`config.mk`:
```
export PLATFORM = sky130hd
export DESIGN_NAME = pkt_byte_counter
export DESIGN_NICKNAME = d
export VERILOG_FILES = /design/src/rtl/pbc_pkg.sv /design/src/rtl/pbc_frame_edges.sv /design/src/rtl/pbc_mode_track.sv /design/src/rtl/pbc_sat_counter.sv /design/src/rtl/pkt_byte_counter.sv
export SDC_FILE = /design/constraint.sdc
export NUM_CORES = 1
export LEC_CHECK = 0
export BUFFER_PORTS_ARGS = -buffer_cell sky130_fd_sc_hd__buf_2
export CORE_MARGIN = 1
export CORE_UTILIZATION = 55
export DETAILED_ROUTE_END_ITERATION = 16
export PLACE_DENSITY = 0.75
export SLEW_MARGIN = 20
export SYNTH_ARGS = -nofsm -noshare
export SYNTH_HDL_FRONTEND = slang
export SYNTH_HIERARCHICAL = 1
export SYNTH_SLANG_ARGS = --single-unit
```
`constraint.sdc`:
```
create_clock -name clk -period 2.7 [get_ports clk]
set_input_delay 0.27 -clock clk [delete_from_list [all_inputs] [get_ports clk]]
set_output_delay 0.27 -clock clk [all_outputs]
set_load 0.03 [all_outputs]
```
`src/rtl/pbc_pkg.sv`:
```
package pbc_pkg;

  typedef enum logic [1:0] {
    MODE_SHORT = 2'd0,
    MODE_LONG  = 2'd1,
    MODE_FULL  = 2'd2
  } count_mode_e;

  function automatic count_mode_e pick_mode(input logic sfd_seen, input logic big_size);
    if (sfd_seen)      return MODE_FULL;
    else if (big_size) return MODE_LONG;
    else               return MODE_SHORT;
  endfunction

endpackage

```
`src/rtl/pbc_frame_edges.sv`:
```
module pbc_frame_edges (
  input  logic clk,
  input  logic rst_n,
  input  logic active_i,
  output logic start_o,
  output logic end_o
);

  logic active_q;

  always_ff @(posedge clk or negedge rst_n) begin
    if (!rst_n) active_q <= 1'b0;
    else        active_q <= active_i;
  end

  assign start_o = active_i & ~active_q;
  assign end_o   = ~active_i & active_q;

endmodule

```
`src/rtl/pbc_mode_track.sv`:
```
module pbc_mode_track
  import pbc_pkg::*;
(
  input  logic        clk,
  input  logic        rst_n,
  input  logic        active_i,
  input  logic        start_i,
  input  logic        end_i,
  input  logic        sfd_i,
  input  logic        big_i,
  input  logic        col_i,
  output count_mode_e mode_o,
  output logic        sfd_seen_o,
  output logic        no_sfd_o,
  output logic        col_o
);

  logic sfd_seen_q, no_sfd_q, col_q;

  always_ff @(posedge clk or negedge rst_n) begin
    if (!rst_n) begin
      sfd_seen_q <= 1'b0;
      no_sfd_q   <= 1'b0;
      col_q      <= 1'b0;
    end else if (active_i) begin
      no_sfd_q <= 1'b0;
      if (sfd_i)        sfd_seen_q <= 1'b1;
      else if (start_i) sfd_seen_q <= 1'b0;
      col_q <= start_i ? col_i : (col_q | col_i);
    end else if (end_i) begin
      no_sfd_q <= ~sfd_seen_q;
    end
  end

  assign mode_o     = pick_mode(sfd_seen_q, big_i);
  assign sfd_seen_o = sfd_seen_q;
  assign no_sfd_o   = no_sfd_q;
  assign col_o      = col_q;

endmodule

```
`src/rtl/pbc_sat_counter.sv`:
```
module pbc_sat_counter
  import pbc_pkg::*;
#(
  parameter int CNT_W   = 16,
  parameter int SHORT_W = 7,
  parameter int LONG_W  = 11
) (
  input  logic             clk,
  input  logic             rst_n,
  input  logic             active_i,
  input  logic             start_i,
  input  logic             sfd_i,
  input  logic             stb_i,
  input  count_mode_e      mode_i,
  output logic [CNT_W-1:0] count_o
);

  localparam logic [CNT_W-1:0] SHORT_MAX = CNT_W'((1 << SHORT_W) - 1);
  localparam logic [CNT_W-1:0] LONG_MAX  = CNT_W'((1 << LONG_W) - 1);
  localparam logic [CNT_W-1:0] FULL_MAX  = '1;

  function automatic logic [CNT_W-1:0] cap_of(input count_mode_e m);
    case (m)
      MODE_SHORT: return SHORT_MAX;
      MODE_LONG:  return LONG_MAX;
      default:    return FULL_MAX;
    endcase
  endfunction

  function automatic logic [CNT_W-1:0] sat_step(input logic [CNT_W-1:0] v,
                                                input logic [CNT_W-1:0] cap);
    return (v >= cap) ? v : v + 1'b1;
  endfunction

  logic [CNT_W-1:0] cnt_q, cnt_d, cap_w;

  assign cap_w = cap_of(mode_i);

  always_comb begin
    cnt_d = cnt_q;
    if (active_i) begin
      if (sfd_i)        cnt_d = '0;
      else if (start_i) cnt_d = {{(CNT_W-1){1'b0}}, stb_i};
      else if (stb_i)   cnt_d = sat_step(cnt_q, cap_w);
    end
  end

  always_ff @(posedge clk or negedge rst_n) begin
    if (!rst_n) cnt_q <= '0;
    else        cnt_q <= cnt_d;
  end

  assign count_o = cnt_q;

endmodule

```
`src/rtl/pkt_byte_counter.sv`:
```
module pkt_byte_counter
  import pbc_pkg::*;
#(
  parameter int CNT_W   = 16,
  parameter int SHORT_W = 7,
  parameter int LONG_W  = 11
) (
  input  logic             clk,
  input  logic             rst_n,
  input  logic             pkt_active_i,
  input  logic             byte_stb_i,
  input  logic             sfd_pulse_i,
  input  logic             big_size_i,
  input  logic             col_i,
  output logic [CNT_W-1:0] count_o,
  output logic             no_sfd_o,
  output logic             col_o
);

  logic        start_w, end_w, sfd_seen_w;
  count_mode_e mode_w;

  pbc_frame_edges u_edges (
    .clk      (clk),
    .rst_n    (rst_n),
    .active_i (pkt_active_i),
    .start_o  (start_w),
    .end_o    (end_w)
  );

  pbc_mode_track u_mode (
    .clk        (clk),
    .rst_n      (rst_n),
    .active_i   (pkt_active_i),
    .start_i    (start_w),
    .end_i      (end_w),
    .sfd_i      (sfd_pulse_i),
    .big_i      (big_size_i),
    .col_i      (col_i),
    .mode_o     (mode_w),
    .sfd_seen_o (sfd_seen_w),
    .no_sfd_o   (no_sfd_o),
    .col_o      (col_o)
  );

  pbc_sat_counter #(
    .CNT_W   (CNT_W),
    .SHORT_W (SHORT_W),
    .LONG_W  (LONG_W)
  ) u_cnt (
    .clk      (clk),
    .rst_n    (rst_n),
    .active_i (pkt_active_i),
    .start_i  (start_w),
    .sfd_i    (sfd_pulse_i),
    .stb_i    (byte_stb_i),
    .mode_i   (mode_w),
    .count_o  (count_o)
  );

endmodule

```
# --- Word level (Yosys, flattened, before mapping) ---
# Index checks and enable logic that the tools add are counted.
totals:
  ff_bits: 20
  latch_bits: 0
  ram_bits: 0
  rom_bits: 0
  inputBits: 7
  memories: 0
classes:
  add_sub_neg: 1
  multipliers: 0
  div_mod_pow: 0
  n_lt_le_gt_ge: 1
  eq_ne: 2
  shifts: 0
  muxes: 12
  bitwise_logic: 6
  n_reduce_logical: 6
ops:
  columns: ["cell", "count"]
  rows:
  - ["16-bit 2-to-1 mux", 4]
  - ["16-bit case mux with 2 select lines", 1]
  - ["16-bit by 1-bit adder with 16-bit output, second input constant", 1]
  - ["16-bit greater-or-equal comparator", 1]
  - ["1-bit 2-to-1 mux", 6]
  - ["2-bit nonzero test", 2]
  - ["3-bit inequality test, second input constant", 1]
  - ["1-bit inverter", 3]
  - ["3-bit AND reduction", 1]
  - ["3-bit nonzero test", 1]
  - ["1-bit AND", 2]
  - ["2-bit by 1-bit equality test with 1-bit output, second input constant", 1]
  - ["2-bit logical NOT", 1]
  - ["2-bit 2-to-1 mux", 1]
  - ["2-bit AND reduction", 1]
  - ["1-bit bitwise OR", 1]

# --- Depth between registers and ports, before layout ---
depth:
  word_depth: 9
  ltp_mapped: 9

# --- By module ---
# The synthesis kept the hierarchy.
modules_own_cells:
  columns: ["mod", "n_inst", "cells_each", "area_per_inst_um2", "seq_area_each_um2"]
  rows:
  - ["pbc_sat_counter", 1, 138, 1252.5, 400.4]
  - ["pbc_mode_track", 1, 11, 127.6, 75.1]
  - ["pbc_frame_edges", 1, 3, 40.0, 25.0]

# --- Worst setup path before layout ---
# Ideal clock, no wire load.
synth_timing:
  path_type: "reg-to-reg"
  from: "register u_mode.sfd_seen_q, in the netlist u_mode/sfd_seen_o"
  to: "register u_cnt.cnt_q[10], in the netlist u_cnt/count_o[10]"
  setup_time_ps: 79
  arrival_ps: 2010
  required_ps: 2621
  slack_ps: 611
  path_stages_with_launch: 9
  n_path_buf: 1
  period_less_slack_ps: 2089
  cell_sequence: "dfrtp_1 -> buf_4 -> inv_1 -> ha_1 -> a21oi_1 -> a2bb2oi_1 -> o211ai_2 -> a2111oi_1 -> mux2i_1"
synth_via:
  elab_chain_len: 6
synth_rtl:
  columns: ["item", "line_no", "rtl"]
  rows:
  - ["from (decl)", "pbc_mode_track.sv:18", "logic sfd_seen_q, no_sfd_q, col_q;"]
  - ["from (signal assigned)", "pbc_mode_track.sv:22", "sfd_seen_q <= 1'b0;"]
  - ["from (signal assigned)", "pbc_mode_track.sv:27", "if (sfd_i) sfd_seen_q <= 1'b1;"]
  - ["from (signal assigned)", "pbc_mode_track.sv:28", "else if (start_i) sfd_seen_q <= 1'b0;"]
  - ["2-bit 2-to-1 mux *", "pbc_pkg.sv:10", "if (sfd_seen) return MODE_FULL;"]
  - ["net mode_w[1]", "pkt_byte_counter.sv:21", "count_mode_e mode_w;"]
  - ["2-bit by 1-bit equality test with 1-bit output / 2-bit logical NOT (equally long branches)", "pbc_sat_counter.sv:23", "case (m)"]
  - ["16-bit case mux with 2 select lines *", "pbc_sat_counter.sv:23", null]
  - ["16-bit greater-or-equal comparator *", "pbc_sat_counter.sv:32", "return (v >= cap) ? v : v + 1'b1;"]
  - ["3-bit inequality test (no line) *", null, null]
  - ["3-bit AND reduction (no line) *", null, null]
  - ["to (signal assigned)", "pbc_sat_counter.sv:50", "else cnt_q <= cnt_d;"]
  - ["to (decl)", "pbc_sat_counter.sv:35", "logic [CNT_W-1:0] cnt_q, cnt_d, cap_w;"]
# Mark *: on every way through the listed nets, which the timed path passes. The rest lies on a longest branch.
# A chain may end at the register's enable or synchronous reset.

# --- Worst setup path after layout ---
layout_timing:
  from: "register u_mode.sfd_seen_q, in the netlist u_mode/sfd_seen_o"
  to: "register u_cnt.cnt_q[6], in the netlist u_cnt/count_o[6]"
layout_via:
  elab_chain_len: 6
layout_rtl:
  columns: ["item", "line_no"]
  rows:
  - ["2-bit 2-to-1 mux *", "pbc_pkg.sv:10"]
  - ["2-bit by 1-bit equality test with 1-bit output / 2-bit logical NOT (equally long branches)", "pbc_sat_counter.sv:23"]
  - ["16-bit case mux with 2 select lines *", "pbc_sat_counter.sv:23"]
  - ["16-bit greater-or-equal comparator *", "pbc_sat_counter.sv:32"]
  - ["3-bit inequality test (no line) *", null]
  - ["3-bit AND reduction (no line) *", null]
# Mark *: on every way between the ends. The rest lies on a longest branch, timed or not.

==> flow_summary.toml <==
[outcome]
status = "complete, no violations"

[sta]
post-route-period-util = 0.921
tns_ns = 0
slew_headroom = 0.476
hold_slack_ns = 0.144
worst_slack_ns = 0.214
worst_pin_slew_ns = 0.785
finClkSkew_ns = 0.00964
hold_viol = 0
grt_setup_unrepaired = "no"
slew_violations = 0
setup_viol = 0
max_freq_mhz = 402
fin_crit_ns = 2.49

[final_layout]
area_delta_synth_final_pct = 12.4
multi_input_area_sq_um = 868
drive_gt1_frac = 0.256
finish.instance_area_sq_mm = 0.00160
finalNonFillerCells = 206
final_cell_mix = "24 x buf_2, 24 x nand2_1, 20 x dfrtp_1"
diodes = 0
nNetsFinal = 191
regArea_sq_um = 500
fill_cells = 223

[placed_design]
postPlaceCellArea_sq_mm = 0.00156
post-place-ws_ns = 0.303
dp_cells = 202
gp_congestion = 0.815
dp_hpwl_um = 2220
port_buffers = 24

[routing]
first_pass_iters = 4
drt-total-wl_um = 3070
drt_iter0_drc = 26
viasPerCell = 6.03
wl_per_cell_um = 14.9
ant_nets = 0
drc_errors = 0
vias = 1243

[synth]
syn_inst = 152
synth_compound_area_frac = 0.203
synth-simple-area-share = 0.255
synth_ff_type = "dfrtp_1"
ys_ff_latch = 20
synth_fp_nets = 165
yosysSeqAreaShare = 0.352
yosys_warnings = 6
synth_edf_count = 0
synth_top_family_by_area = "simple AND/OR/NAND/NOR gates"
synth_area_sq_mm = 0.00142
yosysTopAreaCell = "dfrtp_1"
synth_top_area_frac = 0.352
synthDistinctLibCells = 36
synthArstFlopShare = 1.00
synth.avg_cell_area_sq_um = 9.34
synthTopCellsByArea = "dfrtp_1 35%, mux2i_1 9.9%, a211oi_2 7.0%"
synth_xor_area_frac = 0
synth_fa_ha_area_frac = 0.0529
muxShareOfSynthArea = 0.0987

[hold_path]
hold_path.class = "in2reg"
hold_start = "pkt_active_i"

[clock_tree]
cts.path.max_buffers = 2
root_buffer = "clkbuf_4"
cts_tree = "yes"
numCtsBuffers = 3
cts_sinks = 20
worstSkewPairLatency_ns = 0.31
htreeDepth = 1
cts.clk_slew.worst_paths_ns = 0.12
post_cts_resized = 0

[critical_path]
cp.arrival_ns = 2.72
cp-startpoint = "u_mode/sfd_seen_o"
crit_type = "reg2reg"
r2r-start = "u_mode/sfd_seen_o"
required_ns = 2.93
crit_path_end_kind = "register"
cp_max_fo = 10
startpoint_type = "register"

[floorplanning]
die_area_sq_mm = 0.00279
placementRows = 18
ioPinCount = 25
start_util = 0.578
die-height_um = 52.8
die_w_um = 52.8
core_area_sq_mm = 0.00245

[global_routing]
antenna_found_initial = 0
overflow = 0
grt_pass1_wl_um = 4850
grt_pass1_vias = 1090
grt_usage = 0.242
grt_max_degree = 21

[power]
p_leak_nw = 0.704
power_density_mw_per_mm2 = 353
ir_worst_vdd_mv = 0.277

[job]
max_cap_viol_count = 0
## layer usage
| metal | global-route usage | part of all wire | up-vias |
|---|---|---|---|
| met5 | 0 | 0 | - |
| met4 | 0.123 | 0.017 | 0 |
| met3 | 0.0464 | 0.037 | 5 |
| met2 | 0.388 | 0.48 | 32 |
| met1 | 0.306 | 0.46 | 601 |
| li1 | - | - | 605 |
## Yosys cell counts (4+ instances only)
library cell	n
ha_1	6
nand2b_1	14
dfrtp_1	20
nand2_1	24
a2111oi_1	4
nor2_1	7
a211oi_2	8
inv_1	4
a21oi_1	4
nand3_1	10
mux2i_1	14
## cells by family (layout without fill, tap and decap cells)
kind of cell,after synthesis,after routing
flops,20,20
compound gates,31,31
fa+ha+maj,6,6
mux,14,14
simple gates,70,70
buf+inv,11,35
## what timing repair did
item,in CTS,in global routing
setup buffers,0,0
hold buffers,1,0
endpoints found under the hold margin,20,0
## worst max-delay path, cell delays in order, from the launching register on
cell and delay, ns:
dfrtp_1 0.48, inv_1 0.15, ha_1 0.32, a21oi_1 0.14, a2bb2oi_1 0.24, o211ai_2 0.29
a2111oi_1 0.55, mux2i_1 0.24
## layout make-up
type	instances	share of cell area
Inverter	4	0.00940
Sequential cell	20	0.313
Multi-Input combinational cell	121	0.544
Tap cell	30	0.0235
Clock buffer	3	0.0141
Timing Repair Buffer	28	0.0956
## report_power, final
| part | internal, mW | switching [mW] | total, mW |
|---|---|---|---|
| Clock | 0.0522 | 0.0948 | 0.147 |
| Sequential | 0.308 | 0.00998 | 0.318 |
| Combinational | 0.0347 | 0.0644 | 0.0991 |
| Total | 0.395 | 0.169 | 0.564 |
## sequential cells by signal, indices dropped and copies added, names as in the netlist
register and flops:
u_mode/col_o 1, u_cnt/count_o 16, u_mode/sfd_seen_o 1, u_mode/no_sfd_o 1, u_edges/active_q 1
## stage by stage
stage / power (mW) / util
6_report: 0.564 / 0.650
5_1_grt: 0.590 / 0.650
4_1_cts: 0.568 / 0.650
3_5_place_dp: 0.421 / 0.637
3_3_place_gp: 0.418 / 0.637
2_1_floorplan: 0.391 / -
## path summary, 6_finish.rpt
kind	endpoint	slack, ns	cells past startpoint
setup / recovery	u_cnt/count_o[6]	0.21	7
hold / removal	u_edges/active_q	0.14	1
setup reg to reg	u_cnt/count_o[6]	0.21	7
hold reg to reg	u_mode/col_o	0.51	1
max in group asynchronous	u_cnt/count_o[1]	1.94	2
min in group asynchronous	u_cnt/count_o[11]	0.43	2
Note: power is estimated with default switching activity, not from simulation.
